[src/rtl/pci_pe_pkg.sv]
package pci_pe_pkg;

  localparam int unsigned PAR_MAX_W = 64;

  typedef struct packed {
    logic addr;
    logic data;
  } par_evt_t;

  // Even parity bit: XOR of all covered lines (zero padded).
  function automatic logic even_par(input logic [PAR_MAX_W-1:0] bits);
    return ^bits;
  endfunction

endpackage

[src/rtl/pci_par_gen.sv]
module pci_par_gen #(
  parameter int unsigned AD_W  = 32,
  parameter int unsigned CBE_W = 4
) (
  input  logic             clk,
  input  logic             rst_n,
  input  logic [AD_W-1:0]  ad_bus,
  input  logic [CBE_W-1:0] cbe_bus_n,
  input  logic             rd_data_phase,
  output logic             par_prev,
  output logic             par_out,
  output logic             par_oe
);
  import pci_pe_pkg::*;

  localparam int unsigned COV_W = AD_W + CBE_W;

  logic [PAR_MAX_W-1:0] cov_bits;
  logic                 par_q;
  logic                 drive_q;

  assign cov_bits = PAR_MAX_W'({cbe_bus_n, ad_bus});

  always_ff @(posedge clk or negedge rst_n) begin
    if (!rst_n) begin
      par_q   <= 1'b0;
      drive_q <= 1'b0;
    end else begin
      par_q   <= even_par(cov_bits);
      drive_q <= rd_data_phase;
    end
  end

  assign par_prev = par_q;
  assign par_out  = par_q;
  assign par_oe   = drive_q;

  initial begin
    if (COV_W > PAR_MAX_W) $error("covered width too large");
  end
endmodule

[src/rtl/pci_par_check.sv]
module pci_par_check (
  input  logic                  clk,
  input  logic                  rst_n,
  input  logic                  addr_phase,
  input  logic                  wr_data_done,
  input  logic                  par_in,
  input  logic                  par_prev,
  output pci_pe_pkg::par_evt_t  evt
);
  logic addr_q;
  logic data_q;
  logic mismatch;

  always_ff @(posedge clk or negedge rst_n) begin
    if (!rst_n) begin
      addr_q <= 1'b0;
      data_q <= 1'b0;
    end else begin
      addr_q <= addr_phase;
      data_q <= wr_data_done;
    end
  end

  assign mismatch = par_in ^ par_prev;
  assign evt.addr = addr_q & mismatch;
  assign evt.data = data_q & mismatch;
endmodule

[src/rtl/pci_err_report.sv]
module pci_err_report (
  input  logic                 clk,
  input  logic                 rst_n,
  input  pci_pe_pkg::par_evt_t evt,
  input  logic                 perr_resp_en,
  input  logic                 serr_en,
  input  logic [1:0]           sts_clr,
  output logic                 perr_n_out,
  output logic                 perr_oe,
  output logic                 serr_oe,
  output logic [1:0]           sts_flags
);
  logic perr_fire;
  logic serr_fire;
  logic perr_low_q;
  logic perr_high_q;
  logic serr_q;
  logic [1:0] sts_q;
  logic [1:0] sts_set;

  assign perr_fire = evt.data & perr_resp_en;
  assign serr_fire = evt.addr & perr_resp_en & serr_en;
  assign sts_set   = {serr_fire, evt.addr | evt.data};

  always_ff @(posedge clk or negedge rst_n) begin
    if (!rst_n) begin
      perr_low_q  <= 1'b0;
      perr_high_q <= 1'b0;
      serr_q      <= 1'b0;
      sts_q       <= '0;
    end else begin
      if (perr_fire) begin
        perr_low_q  <= 1'b1;
        perr_high_q <= 1'b0;
      end else begin
        perr_low_q  <= 1'b0;
        perr_high_q <= perr_low_q;
      end
      serr_q <= serr_fire;
      sts_q  <= sts_set | (sts_q & ~sts_clr);
    end
  end

  assign perr_oe    = perr_low_q | perr_high_q;
  assign perr_n_out = ~perr_low_q;
  assign serr_oe    = serr_q;
  assign sts_flags  = sts_q;
endmodule

[src/rtl/pci_par_err_unit.sv]
module pci_par_err_unit #(
  parameter int unsigned AD_W  = 32,
  parameter int unsigned CBE_W = 4
) (
  input  logic             clk,
  input  logic             rst_n,
  input  logic [AD_W-1:0]  ad_bus,
  input  logic [CBE_W-1:0] cbe_bus_n,
  input  logic             par_in,
  input  logic             addr_phase,
  input  logic             wr_data_done,
  input  logic             rd_data_phase,
  input  logic             perr_resp_en,
  input  logic             serr_en,
  input  logic [1:0]       sts_clr,
  output logic             par_out,
  output logic             par_oe,
  output logic             perr_n_out,
  output logic             perr_oe,
  output logic             serr_oe,
  output logic [1:0]       sts_flags
);
  pci_pe_pkg::par_evt_t evt;
  logic par_prev;
  logic evt_addr;
  logic evt_data;

  assign evt_addr = evt.addr;
  assign evt_data = evt.data;

  pci_par_gen #(.AD_W(AD_W), .CBE_W(CBE_W)) gen_i (
    .clk(clk), .rst_n(rst_n), .ad_bus(ad_bus), .cbe_bus_n(cbe_bus_n),
    .rd_data_phase(rd_data_phase), .par_prev(par_prev),
    .par_out(par_out), .par_oe(par_oe)
  );

  pci_par_check chk_i (
    .clk(clk), .rst_n(rst_n), .addr_phase(addr_phase),
    .wr_data_done(wr_data_done), .par_in(par_in),
    .par_prev(par_prev), .evt(evt)
  );

  pci_err_report rep_i (
    .clk(clk), .rst_n(rst_n), .evt(evt), .perr_resp_en(perr_resp_en),
    .serr_en(serr_en), .sts_clr(sts_clr), .perr_n_out(perr_n_out),
    .perr_oe(perr_oe), .serr_oe(serr_oe), .sts_flags(sts_flags)
  );
endmodule

[config.mk]
export PLATFORM = sky130hd
export DESIGN_NAME = pci_par_err_unit
export DESIGN_NICKNAME = d
export VERILOG_FILES = /design/src/rtl/pci_pe_pkg.sv /design/src/rtl/pci_par_gen.sv /design/src/rtl/pci_par_check.sv /design/src/rtl/pci_err_report.sv /design/src/rtl/pci_par_err_unit.sv
export SDC_FILE = /design/constraint.sdc
export NUM_CORES = 1
export LEC_CHECK = 0
export BUFFER_PORTS_ARGS = -buffer_cell sky130_fd_sc_hd__buf_2
export CAP_MARGIN = 0
export CORE_MARGIN = 3
export CORE_UTILIZATION = 33
export DETAILED_ROUTE_END_ITERATION = 6
export PLACE_DENSITY = 0.72
export SYNTH_ARGS = -nofsm -noshare
export SYNTH_HDL_FRONTEND = slang
export SYNTH_HIERARCHICAL = 1
export SYNTH_SLANG_ARGS = --single-unit
[constraint.sdc]
create_clock -name clk -period 1.3 [get_ports clk]
set_clock_uncertainty 0.05 [all_clocks]
set_input_delay 0.195 -clock clk [delete_from_list [all_inputs] [get_ports clk]]
set_output_delay 0.195 -clock clk [all_outputs]
set_load 0.02 [all_outputs]
* Word level (Yosys, flattened, before mapping)
Index checks and enable logic that the tools add are counted.
** Operators by class
- Equality and inequality tests :: 0
- Shift operators :: 0
- Muxes and demuxes :: 2
- Div/mod/pow operators :: 0
- Reductions and logical operators :: 1
- Bitwise operators :: 12
- $lt $le $gt $ge :: 0
- $mul :: 0
- Add/sub/neg operators :: 0
** Operators with widths (number)
- 64-bit XOR reduction :: 1
- 1-bit AND :: 5
- 2-bit AND :: 1
- 1-bit two-way mux :: 2
- 2-bit NOT :: 1
- 1-bit OR :: 2
- 2-bit OR :: 1
- 1-bit NOT :: 1
- 1-bit bitwise XOR :: 1
** Storage, ports and cells
- Output and inout port bits :: 7
- Memories kept :: 0
- Bits in registers :: 9
- Input port bits :: 46
- Bits in writable memories :: 0
- Logic and storage cells :: 23
- Memory bits (read-only) :: 0
- Bits in latches :: 0

* Longest topological paths before layout
- Depth in word-level cells :: 5
- Depth in mapped cells :: 5
- Gate-level depth less buffers :: 5

* By module
Netlist, hierarchy kept.
** By module, submodules not included
- pci_par_gen :: sequential area each 50.0 µm², instances 1, cells each 37, area an instance 369.1 µm²
- pci_err_report :: sequential area each 125.1 µm², instances 1, cells each 15, area an instance 180.2 µm²
- pci_par_check :: sequential area each 50.0 µm², instances 1, cells each 5, area an instance 71.3 µm²

* Least setup slack after synthesis
OpenSTA, ideal clock, no wires.
- Kind :: reg2reg
- Start :: register gen_i.par_q, in the netlist gen_i/par_out
- End :: register rep_i.sts_q[1], in the netlist rep_i/sts_flags[1]
- Cell stages (with the launch flop) :: 6
- Path buffers :: 1
- Required time :: 1.132 ns
- Arrival :: 1.192 ns
- Period minus slack after synthesis :: 1.360 ns
- Path slack :: -0.060 ns
- Setup time :: 0.118 ns
- Cell sequence :: dfrtp_1 buf_4 xor2_1 and2_1 and3_4 a21o_1
** RTL lines
- start: declaration :: RTL line pci_par_gen.sv:19 : logic par_q;
- start signal: assignment :: RTL line pci_par_gen.sv:29 : par_q <= even_par(cov_bits);
- end signal: assignment :: RTL line pci_err_report.sv:40 : sts_q <= sts_set | (sts_q & ~sts_clr);
- end: declaration :: RTL line pci_err_report.sv:18 : logic [1:0] sts_q;

* Worst setup path after layout
- Start :: register rep_i.perr_high_q
- End :: output perr_oe
** On the way
- Word-level cells in the longest chain between the ends :: 1
** RTL lines
- start: declaration :: RTL line pci_err_report.sv:16 : logic perr_high_q;
- start signal: assignment :: RTL line pci_err_report.sv:37 : perr_high_q <= perr_low_q;
- 1-bit OR :: RTL line pci_err_report.sv:44 : assign perr_oe = perr_low_q | perr_high_q;
- end: declaration :: RTL line pci_par_err_unit.sv:19 : output logic perr_oe,
Every way passes these cells.

==> flow_summary.yaml <==
detailed_routing:
  antenna_left: 0
  routedWlPerCell_um: 8.17
  viasPerCell: 4.01
  num_vias: 570
  drc_errors: 0
  drtIter0Drc: 0
  wl_um: 1160
  dr.pass1.iters: 1
placed_design:
  hpwl_um: 1030
  place_area_um2: 913
  dpl_worst_slack_ns: -0.196
  port_buffers: 52
  place_inst: 133
  routabilityCongestion: 0.773
finish:
  fin_cells: 142
  drive_gt1_share_pct: 51.3
  area_delta_synth_final_pct: 60.5
  diodes: 0
  fin_nets: 164
  final_cell_area_um2: 996
clock_tree:
  cts_buffer_depth: 2
  cts_tree: "done"
  cts_sinks: 9
  root_buffer: "clkbuf_4"
  htreeDepth: 1
  worstSkewPairLatency_ns: 0.25
  cts_made_buffers: 3
  clk_pin_slew_worst_paths_ns: 0.06
timing:
  min_period_ns: 1.23
  setup_slack_ns: 0.0749
  timing.fmax_ghz: 0.816
  finalCritPeriodShare_pct: 94.2
  hold_violations: 0
  worst_pin_slew_ns: 0.191
  setup_viol: 0
  relSlewSlack_pct: 87.2
  finalMaxSlewViolations: 0
  grt_setup_unrepaired: "yes"
logic_synthesis:
  ys_seq_area_share_pct: 36.3
  syn_area_um2: 621
  syn_inst: 57
  ys_types: 12
  synth_nets: 103
  syn_area_per_cell_um2: 10.9
  yosysWarnings: 6
  synth-seq-cells: 9
floorplan:
  dieWidth_um: 49.4
  start_util_pct: 35.6
  die_area_mm2: 0.00244
  rows: 15
  ioPinCount: 53
  die_height_um: 49.4
  core_mm2: 0.00175
setup_path:
  worst_setup_path_start_kind: "flip-flop"
  crit_required_ns: 1.05
  worstSetupPathType: "flip-flop to primary output"
  max_stage_delay_ns: 0.36
  path_cells: "or2_4, buf_6"
  cpLargestDelayFamily: "flip-flops"
  worstSetupEndpointType: "primary output"
  slowest_stage: "dfrtp_1"
  cp.arrival_ns: 0.98
  cp_max_fo: 1
  path_buf_inv: 1
run_status:
  status: "complete, no violations"
grt:
  met1_usage_pct: 12.1
  busiest_layer: "met2"
  grtUsageTotal_pct: 11.0
  grt_max_degree: 10
  grt_pass1_vias: 544
  globalRouteOverflowTotal: 0
  antenna_found_initial: 0
  grt_use_met3_pct: 2.75
  grt_pass1_wl_um: 2030
  use_met2_pct: 18.5
pwr:
  powerDensity_mw_per_mm2: 1200
  leakage_nw: 0.504
  finalPower_mw: 1.20
  ir_drop_v: 0.000589
min_path:
  hold_class: "input port to flip-flop"
run:
  maxCapViolCount: 0
==> worst paths after layout <==
check | from | to | slack [ns] | cells after the start
worst min register to register | rep_i/sts_flags[1]$_DFF_PN0_ | rep_i/sts_flags[1]$_DFF_PN0_ | 0.42 | 1
worst max register to register | gen_i/par_out$_DFF_PN0_ | rep_i/sts_flags[1]$_DFF_PN0_ | 0.10 | 4
min in group asynchronous | rst_n | rep_i/perr_high_q$_DFF_PN0_ | 0.28 | 2
worst min-delay path | sts_clr[0] | rep_i/sts_flags[0]$_DFF_PN0_ | 0.07 | 2
max in group asynchronous | rst_n | gen_i/par_out$_DFF_PN0_ | 0.73 | 2
worst max-delay path | rep_i/perr_high_q$_DFF_PN0_ | perr_oe | 0.07 | 2
==> area by class of cell <==
| cell class | instances | area, um2 |
|---|---|---|
| Tap cell | 25 | 31.3 |
| Timing Repair Buffer | 57 | 314 |
| Sequential cell | 9 | 226 |
| Fill cell | 182 | 749 |
| Clock buffer | 4 | 26.3 |
| Multi-Input combinational cell | 44 | 387 |
| Inverter | 3 | 11.3 |
==> cell usage after synthesis (all sizes together) <==
library cell  number  share of area, %
a21o               1               1.2
xnor3              1               3.6
nor2               2               1.2
buf                1               1.2
xnor2             29                41
or2                1               1.0
xor2               5               7.1
o21ai              1              0.81
inv                3               1.8
dfrtp              9                36
and3               1               1.8
and2               3               3.0
==> power breakdown <==
part / switching (mW) / internal [mW]
clock network: 0.0887 / 0.118
logic: 0.261 / 0.362
registers: 0.0264 / 0.341
total: 0.376 / 0.821
==> flip-flops by register name (all words and copies together), names as in the netlist <==
name / count
rep_i/sts_flags: 2
rep_i/perr_low_q: 1
gen_i/par_oe: 1
rep_i/perr_high_q: 1
chk_i/data_q: 1
rep_i/serr_oe: 1
chk_i/addr_q: 1
gen_i/par_out: 1
==> cells in the final DEF, fill, tap and decap left out, types with 2 or more instances in the layout <==
cell type / instances
xor2_1: 5
and2_1: 3
dlygate4sd3_1: 4
clkbuf_4: 3
xnor2_1: 28
dfrtp_1: 8
nor2_1: 2
inv_1: 3
buf_2: 51
==> per-layer routing <==
| metal | vias up | part of all wire (%) |
|---|---|---|
| li1 | 295 | - |
| met1 | 244 | 32 |
| met2 | 31 | 58 |
| met3 | 0 | 9.4 |
| met4 | 0 | 0 |
| met5 | - | 0 |
==> cell families after synthesis <==
group           Yosys count  share of synthesized area, %
compound gates            2                          2.02
flops                     9                          36.3
xor+xnor                 35                          51.6
simple gates              7                          7.06
buf+inv                   4                          3.02
==> stage by stage <==
| stage | hold WS, ns | TNS (ns) | util, % |
|---|---|---|---|
| floorplan | -0.151 | -0.0655 | - |
| global placement | 0.00131 | -0.195 | 52.3 |
| detailed placement | 0.00420 | -0.196 | 52.3 |
| CTS | 0.0687 | 0 | 56.1 |
| global route | 0.0725 | -0.0122 | 57.1 |
| finish | 0.0737 | 0 | 57.1 |
==> timing repair <==
action,in CTS,in global routing
endpoints found under the hold margin,12,0
endpoints found under the setup margin,0,2
resized for setup,0,3
hold buffers,4,0
buffers inserted,0,1
(Power assumes the default switching activity.)
